==> src/rtl/pop_seq_pkg.sv <==
// Shared types for the power sequencer: state codes and the decoded output set.
// Assumes the state codes are visible to software, so their values are fixed.
package pop_seq_pkg;

    typedef enum logic [2:0] {
        SEQ_STANDBY = 3'd0,
        SEQ_REF_UP  = 3'd1,
        SEQ_DAC_UP  = 3'd2,
        SEQ_DRV_UP  = 3'd3,
        SEQ_ACTIVE  = 3'd4,
        SEQ_MUTE    = 3'd5,
        SEQ_DRV_OFF = 3'd6,
        SEQ_REF_OFF = 3'd7
    } seq_state_t;

    typedef struct packed {
        logic ref_en;
        logic dac_en;
        logic drv_en;
        logic mute;
        logic busy;
    } seq_out_t;

    // Output set that belongs to each state.
    function automatic seq_out_t seq_decode(input seq_state_t s);
        seq_out_t o;
        case (s)
            SEQ_STANDBY: o = '{ref_en:1'b0, dac_en:1'b0, drv_en:1'b0, mute:1'b1, busy:1'b0};
            SEQ_REF_UP:  o = '{ref_en:1'b1, dac_en:1'b0, drv_en:1'b0, mute:1'b1, busy:1'b1};
            SEQ_DAC_UP:  o = '{ref_en:1'b1, dac_en:1'b1, drv_en:1'b0, mute:1'b1, busy:1'b1};
            SEQ_DRV_UP:  o = '{ref_en:1'b1, dac_en:1'b1, drv_en:1'b1, mute:1'b1, busy:1'b1};
            SEQ_ACTIVE:  o = '{ref_en:1'b1, dac_en:1'b1, drv_en:1'b1, mute:1'b0, busy:1'b0};
            SEQ_MUTE:    o = '{ref_en:1'b1, dac_en:1'b1, drv_en:1'b1, mute:1'b1, busy:1'b1};
            SEQ_DRV_OFF: o = '{ref_en:1'b1, dac_en:1'b1, drv_en:1'b0, mute:1'b1, busy:1'b1};
            SEQ_REF_OFF: o = '{ref_en:1'b0, dac_en:1'b0, drv_en:1'b1, mute:1'b1, busy:1'b1};
            default:     o = '{ref_en:1'b0, dac_en:1'b0, drv_en:1'b0, mute:1'b1, busy:1'b0};
        endcase
        return o;
    endfunction

    // True for the states of the power-on ramp.
    function automatic logic seq_is_ramp_up(input seq_state_t s);
        return (s == SEQ_REF_UP) || (s == SEQ_DAC_UP) || (s == SEQ_DRV_UP);
    endfunction

    // True for the states of either power-off ramp.
    function automatic logic seq_is_ramp_down(input seq_state_t s);
        return (s == SEQ_MUTE) || (s == SEQ_DRV_OFF) || (s == SEQ_REF_OFF);
    endfunction

endpackage

==> src/rtl/pop_seq_settle.sv <==
// Reference settle timer: a down-counter loaded on entry to the charging
// state and stepped while in it. Assumes load and step are never both
// needed in the same clock (the FSM loads only from standby).
module pop_seq_settle #(
    parameter int CNT_W = 16
) (
    input  logic             clk,
    input  logic             rst_n,
    input  logic             load,
    input  logic [CNT_W-1:0] load_val,
    input  logic             step,
    output logic             done
);
    logic [CNT_W-1:0] cnt_q;

    // Hold the remaining wait; reload on entry, count down to zero.
    always_ff @(posedge clk) begin
        if (!rst_n)                        cnt_q <= '0;
        else if (load)                     cnt_q <= load_val;
        else if (step && (cnt_q != '0))    cnt_q <= cnt_q - 1'b1;
    end

    assign done = (cnt_q == '0);
endmodule

==> src/rtl/pop_seq_req.sv <==
// Request arbiter: decides when a power-on or power-off starts, remembers
// requests that arrive in the middle of the opposite ramp, and captures the
// shutdown mode. Assumes the request inputs are synchronous levels.
module pop_seq_req
    import pop_seq_pkg::*;
(
    input  logic       clk,
    input  logic       rst_n,
    input  seq_state_t state,
    input  logic       up_req,
    input  logic       dn_req,
    input  logic       fast_mode,
    output logic       go_up,
    output logic       go_dn,
    output logic       go_fast
);
    logic pend_up_q;
    logic pend_dn_q;
    logic pend_fast_q;

    // Start conditions: a live or remembered request in a resting state.
    always_comb begin
        go_up   = (state == SEQ_STANDBY) && (up_req || pend_up_q);
        go_dn   = (state == SEQ_ACTIVE)  && (dn_req || pend_dn_q);
        go_fast = dn_req ? fast_mode : pend_fast_q;
    end

    // Remember a power-on request seen during a power-off ramp.
    always_ff @(posedge clk) begin
        if (!rst_n)                               pend_up_q <= 1'b0;
        else if (go_up)                           pend_up_q <= 1'b0;
        else if (up_req && seq_is_ramp_down(state)) pend_up_q <= 1'b1;
    end

    // Remember a power-off request (and its mode) seen during power-on.
    always_ff @(posedge clk) begin
        if (!rst_n) begin
            pend_dn_q   <= 1'b0;
            pend_fast_q <= 1'b0;
        end else if (go_dn) begin
            pend_dn_q   <= 1'b0;
        end else if (dn_req && seq_is_ramp_up(state)) begin
            pend_dn_q   <= 1'b1;
            pend_fast_q <= fast_mode;
        end
    end
endmodule

==> src/rtl/pop_seq_fsm.sv <==
// Sequencing state machine. Steps through the power-on ramp and the quiet
// or fast power-off ramp. Assumes go_up only arrives in standby and go_dn
// only in active (guaranteed by the arbiter).
module pop_seq_fsm
    import pop_seq_pkg::*;
(
    input  logic       clk,
    input  logic       rst_n,
    input  logic       go_up,
    input  logic       go_dn,
    input  logic       go_fast,
    input  logic       settle_done,
    output seq_state_t state_q,
    output seq_state_t state_d,
    output logic       settle_load,
    output logic       settle_step
);
    logic fast_q;

    // Next-state selection.
    always_comb begin
        state_d = state_q;
        case (state_q)
            SEQ_STANDBY: if (go_up)       state_d = SEQ_REF_UP;
            SEQ_REF_UP:  if (settle_done) state_d = SEQ_DAC_UP;
            SEQ_DAC_UP:                   state_d = SEQ_DRV_UP;
            SEQ_DRV_UP:                   state_d = SEQ_ACTIVE;
            SEQ_ACTIVE:  if (go_dn)       state_d = SEQ_MUTE;
            SEQ_MUTE:                     state_d = fast_q ? SEQ_REF_OFF : SEQ_DRV_OFF;
            SEQ_DRV_OFF:                  state_d = SEQ_STANDBY;
            SEQ_REF_OFF:                  state_d = SEQ_STANDBY;
            default:                      state_d = SEQ_STANDBY;
        endcase
    end

    // Settle timer control: load on the way in, step while charging.
    always_comb begin
        settle_load = (state_q == SEQ_STANDBY) && go_up;
        settle_step = (state_q == SEQ_REF_UP);
    end

    // State register.
    always_ff @(posedge clk) begin
        if (!rst_n) state_q <= SEQ_STANDBY;
        else        state_q <= state_d;
    end

    // Shutdown mode captured when the power-off starts.
    always_ff @(posedge clk) begin
        if (!rst_n)     fast_q <= 1'b0;
        else if (go_dn) fast_q <= go_fast;
    end
endmodule

==> src/rtl/pop_seq_drv.sv <==
// Output stage: registers the decoded outputs of the next state, so every
// enable and the mute come straight from a flop, aligned with the state.
module pop_seq_drv
    import pop_seq_pkg::*;
(
    input  logic       clk,
    input  logic       rst_n,
    input  seq_state_t state_d,
    output seq_out_t   outs_q
);
    // Register the decoded outputs; reset forces the standby set.
    always_ff @(posedge clk) begin
        if (!rst_n) outs_q <= seq_decode(SEQ_STANDBY);
        else        outs_q <= seq_decode(state_d);
    end
endmodule

==> src/rtl/pop_free_pwr_seq.sv <==
// Top of the pop-suppressing power sequencer. Connects the arbiter, the
// state machine, the settle timer and the output stage. Assumes a single
// clock domain and synchronous request inputs.
module pop_free_pwr_seq
    import pop_seq_pkg::*;
#(
    parameter int SETTLE_W = 16
) (
    input  logic                clk,
    input  logic                rst_n,
    input  logic                pwr_up_req,
    input  logic                pwr_dn_req,
    input  logic                fast_mode,
    input  logic [SETTLE_W-1:0] settle_cycles,
    output logic                ref_en,
    output logic                dac_en,
    output logic                drv_en,
    output logic                dac_mute,
    output logic [2:0]          state_o,
    output logic                busy
);
    seq_state_t state_q;
    seq_state_t state_d;
    seq_out_t   outs_q;
    logic       go_up;
    logic       go_dn;
    logic       go_fast;
    logic       settle_load;
    logic       settle_step;
    logic       settle_done;

    pop_seq_req u_req (
        .clk       (clk),
        .rst_n     (rst_n),
        .state     (state_q),
        .up_req    (pwr_up_req),
        .dn_req    (pwr_dn_req),
        .fast_mode (fast_mode),
        .go_up     (go_up),
        .go_dn     (go_dn),
        .go_fast   (go_fast)
    );

    pop_seq_fsm u_fsm (
        .clk         (clk),
        .rst_n       (rst_n),
        .go_up       (go_up),
        .go_dn       (go_dn),
        .go_fast     (go_fast),
        .settle_done (settle_done),
        .state_q     (state_q),
        .state_d     (state_d),
        .settle_load (settle_load),
        .settle_step (settle_step)
    );

    pop_seq_settle #(.CNT_W(SETTLE_W)) u_settle (
        .clk      (clk),
        .rst_n    (rst_n),
        .load     (settle_load),
        .load_val (settle_cycles),
        .step     (settle_step),
        .done     (settle_done)
    );

    pop_seq_drv u_drv (
        .clk     (clk),
        .rst_n   (rst_n),
        .state_d (state_d),
        .outs_q  (outs_q)
    );

    // Drive the ports from the state register and the output stage.
    always_comb begin
        ref_en   = outs_q.ref_en;
        dac_en   = outs_q.dac_en;
        drv_en   = outs_q.drv_en;
        dac_mute = outs_q.mute;
        busy     = outs_q.busy;
        state_o  = state_q;
    end
endmodule

==> config.mk <==
export PLATFORM = sky130hd
export DESIGN_NAME = pop_free_pwr_seq
export DESIGN_NICKNAME = d
export VERILOG_FILES = /design/src/rtl/pop_seq_pkg.sv /design/src/rtl/pop_seq_settle.sv /design/src/rtl/pop_seq_req.sv /design/src/rtl/pop_seq_fsm.sv /design/src/rtl/pop_seq_drv.sv /design/src/rtl/pop_free_pwr_seq.sv
export SDC_FILE = /design/constraint.sdc
export NUM_CORES = 1
export LEC_CHECK = 0
export ABC_AREA = 1
export BUFFER_PORTS_ARGS = -buffer_cell sky130_fd_sc_hd__buf_4
export CAP_MARGIN = 20
export CORE_MARGIN = 5
export CORE_UTILIZATION = 34
export CTS_BUF_LIST = sky130_fd_sc_hd__clkbuf_16
export DETAILED_ROUTE_END_ITERATION = 16
export HOLD_SLACK_MARGIN = 0.12
export PLACE_DENSITY = 0.6
export SETUP_SLACK_MARGIN = 0.4
export SYNTH_ARGS = -nofsm -noshare
export SYNTH_HDL_FRONTEND = slang
export SYNTH_SLANG_ARGS = --single-unit
==> constraint.sdc <==
create_clock -name clk -period 1.8 [get_ports clk]
set_clock_uncertainty 0.15 [all_clocks]
set_input_delay 0 -clock clk [delete_from_list [all_inputs] [get_ports clk]]
set_output_delay 0 -clock clk [all_outputs]
set_load 0.02 [all_outputs]
==> results.json <==
{
  "cts.path.max_buffers": 2,
  "cts_tree": "done",
  "synth_cell_types": 30,
  "dieArea_sq_mm": 0.00635,
  "multi_input_area_sq_mm": 0.00113,
  "grt_max_degree": 30,
  "outcome": "finished, violations left",
  "grt_pass1_wl_mm": 7.91,
  "maxCapViolCount": 0,
  "ys_ff_latch": 28,
  "wirelength_mm": 5.16,
  "track_usage_pct": 15.7,
  "maxUsedRoutingLayer": "met4",
  "timing.rr.start": "u_settle.cnt_q[1]$_SDFFE_PN0P_",
  "wl_met3_um": 208,
  "hold_start": "rst_n",
  "yosys_warnings": 0,
  "grt_pass1_vias": 1767,
  "crit_start": "u_settle.cnt_q[1]$_SDFFE_PN0P_",
  "final_core_util_pct": 55.5,
  "finalMaxSlewViolations": 0,
  "final-seq-area_sq_um": 579,
  "setup_viol": 0,
  "crit_path_start_kind": "flop",
  "drt-met1-wl_mm": 2.31,
  "synthesis.instances": 257,
  "critPathCaptureType": "flop",
  "first_pass_iters": 4,
  "power.density_mw_per_mm2": 1100,
  "ys_seq_area_share_pct": 33.9,
  "setup_tns_ns": 0,
  "synth_area_sq_mm": 0.00165,
  "cts_sinks": 28,
  "vias": 1873,
  "syn_avg_cell_area_sq_um": 6.43,
  "rsz0062_at_grt": "yes",
  "post-place-ws_ns": 0.0940,
  "place.gp.congestion": 0.845,
  "slew_headroom_pct": 75.5,
  "ios": 29,
  "die_height_um": 79.7,
  "syn_nets": 279,
  "syn_to_final_growth_pct": 58.7,
  "cts_root_buffer": "clkbuf_16",
  "fmax_mhz": 621,
  "timing_worst_setup_path_type": "reg -> reg",
  "htree_num_levels": 1,
  "worst_pin_slew_ns": 0.366,
  "initial_core_util_pct": 35.0,
  "die_w_um": 79.7,
  "antenna_found_initial": 0,
  "holdBufCountCts": 16,
  "p_leak_nw": 1.21,
  "min_path_type": "in -> reg",
  "clk_latency_ns": 0.27,
  "final_nets": 342,
  "wire_per_inst_um": 13.4,
  "ant_nets": 0,
  "numCtsBuffers": 3,
  "port_buffers": 28,
  "setup_ws_ns": 0.189,
  "cp_max_fo": 7,
  "drt_iter0_drc": 115,
  "finalCritPeriodShare_pct": 89.5,
  "fill_cells": 437,
  "rows": 25,
  "min_period_ns": 1.61,
  "num_antenna_cells": 0,
  "drc": 0,
  "peakVddDrop_v": 0.000594,
  "fp.coreArea_sq_mm": 0.00472,
  "clk_pin_slew_ns": 0.07,
  "holdWs_ns": -0.0943,
  "routed_via_density": 4.85,
  "crit_required_ns": 1.85,
  "violations": "negative hold slack",
  "hold_viol": 17,
  "gr-total-overflow": 0,
  "cp.arrival_ns": 1.66,
  "dr_wl_met2_mm": 2.56,
  "dp_hpwl_mm": 3.16,
  "drive_above_1_share_pct": 37.0
}
cell families (layout without fill, tap and decap cells):
family | after synthesis | in the layout | synth area share [%]
and+or+nand+nor | 144 | 144 | 39.5
DFF | 28 | 28 | 33.9
adders and majority gates | 1 | 1 | 0.757
buffers and inverters | 36 | 98 | 9.54
AOI/OAI and AO/OA | 45 | 45 | 14.6
xor gates and xnor gates | 3 | 3 | 1.59
synth_stat cells:
master	n	area share [%]
nor2_2	4	1.5
ha_1	1	0.76
o21ai_1	2	0.61
inv_1	24	5.5
nor3_1	2	0.61
nor2_4	1	0.68
o21bai_1	5	2.3
buf_6	1	0.68
nand3_1	20	6.1
a21oi_1	14	4.2
clkbuf_1	1	0.23
buf_2	2	0.61
and2_1	1	0.38
o21ai_0	21	6.4
clkinv_1	1	0.23
o22ai_1	1	0.38
nand2_1	58	13
xor2_1	3	1.6
inv_2	4	0.91
or2_2	5	1.9
buf_4	2	0.91
nand2_4	1	0.68
clkinv_4	1	0.53
nand4_1	2	0.76
a31oi_1	2	0.76
nor2_1	44	10
dfxtp_1	28	34
nor2_8	1	1.2
nand3_4	1	1.1
nand2_2	4	1.5
registers in the layout, summed over array words and instances (netlist names):
| signal | count |
|---|---|
| u_req.pend_fast_q | 1 |
| u_fsm.state_q | 3 |
| u_req.pend_dn_q | 1 |
| u_drv.outs_q | 5 |
| u_settle.cnt_q | 16 |
| u_fsm.fast_q | 1 |
| u_req.pend_up_q | 1 |
metal layers:
layer	vias to the layer above	track usage [%]
met5	-	0
met4	0	4.81
met3	10	2.93
met2	56	26.3
met1	852	20.2
li1	955	-
final timing paths:
path,endpoint,slack (ns),cells past startpoint
setup reg to reg,u_settle.cnt_q[13]$_SDFFE_PN0P_,0.19,11
hold / removal,u_settle.cnt_q[4]$_SDFFE_PN0P_,-0.09,3
hold reg to reg,u_fsm.fast_q$_SDFFE_PN0P_,0.33,2
setup / recovery,u_settle.cnt_q[13]$_SDFFE_PN0P_,0.19,11
cell type report:
cell class / count / share of cell area (%)
timing repair buffer: 64 / 22.9
clock buffer: 3 / 2.86
inverter: 30 / 4.58
multi-input combinational: 193 / 43.2
clock inverter: 1 / 1.15
tap: 67 / 3.20
sequential: 28 / 22.1
critical path, stage by stage, from the launching register on:
cell and delay, ns:
dfxtp_2 0.34, inv_2 0.06, ha_4 0.14, nand3_4 0.10, nor2_8 0.11, nand2_4 0.06
nand2_4 0.10, nand2_8 0.08, buf_12 0.15, clkinv_4 0.07, nand2_1 0.06, a21oi_2 0.12
where the power goes:
group | switching [mW] | internal, mW | leakage [nW] | total, mW
sequential | 0.112 | 0.721 | 0.235 | 0.834
combinational | 0.768 | 0.604 | 0.920 | 1.37
clock | 0.230 | 0.443 | 0.0511 | 0.673
placed cells by master (no fill, tap or decap), types with 2 or more instances in the layout:
master / synthesis / final
nand2_1: 58 / 53
buf_4: 2 / 43
nor2_1: 44 / 35
inv_1: 24 / 21
dfxtp_1: 28 / 17
dlygate4sd3_1: 0 / 16
nand3_1: 20 / 13
o21ai_0: 21 / 13
a21oi_1: 14 / 11
nor2_2: 4 / 9
dfxtp_2: 0 / 9
o21ai_1: 2 / 7
inv_2: 4 / 6
nor2_4: 1 / 5
nand2_2: 4 / 5
or2_2: 5 / 5
clkbuf_16: 0 / 5
nand3_4: 1 / 4
nand2_4: 1 / 4
nand3_2: 0 / 4
a21oi_2: 0 / 3
xor2_1: 3 / 3
o21bai_1: 5 / 3
o21ai_2: 0 / 3
nand4_1: 2 / 2
o21bai_4: 0 / 2
nor3_1: 2 / 2
a31oi_1: 2 / 2
buf_12: 0 / 2
dfxtp_4: 0 / 2
per-stage QoR:
| step | instance area (sq um) | power [mW] | std cells |
|---|---|---|---|
| 2_1_floorplan | 1680 | 1.53 | 257 |
| 3_5_place_dp | 1970 | 1.78 | 348 |
| 6_report | 2620 | 2.88 | 386 |
| 4_1_cts | 2360 | 2.61 | 377 |
| 3_3_place_gp | 1970 | 1.78 | 348 |
| 5_1_grt | 2620 | 3.07 | 386 |
repair_timing:
action | 4_1_cts | 5_1_grt
pin swaps | 5 | 18
setup endpoints to repair | 22 | 24
buffers inserted | 8 | 7
endpoints found under the hold margin | 25 | 18
cloned | 1 | 2
gates resized for setup | 12 | 46
No activity file was read; power rests on OpenSTA's default activity.
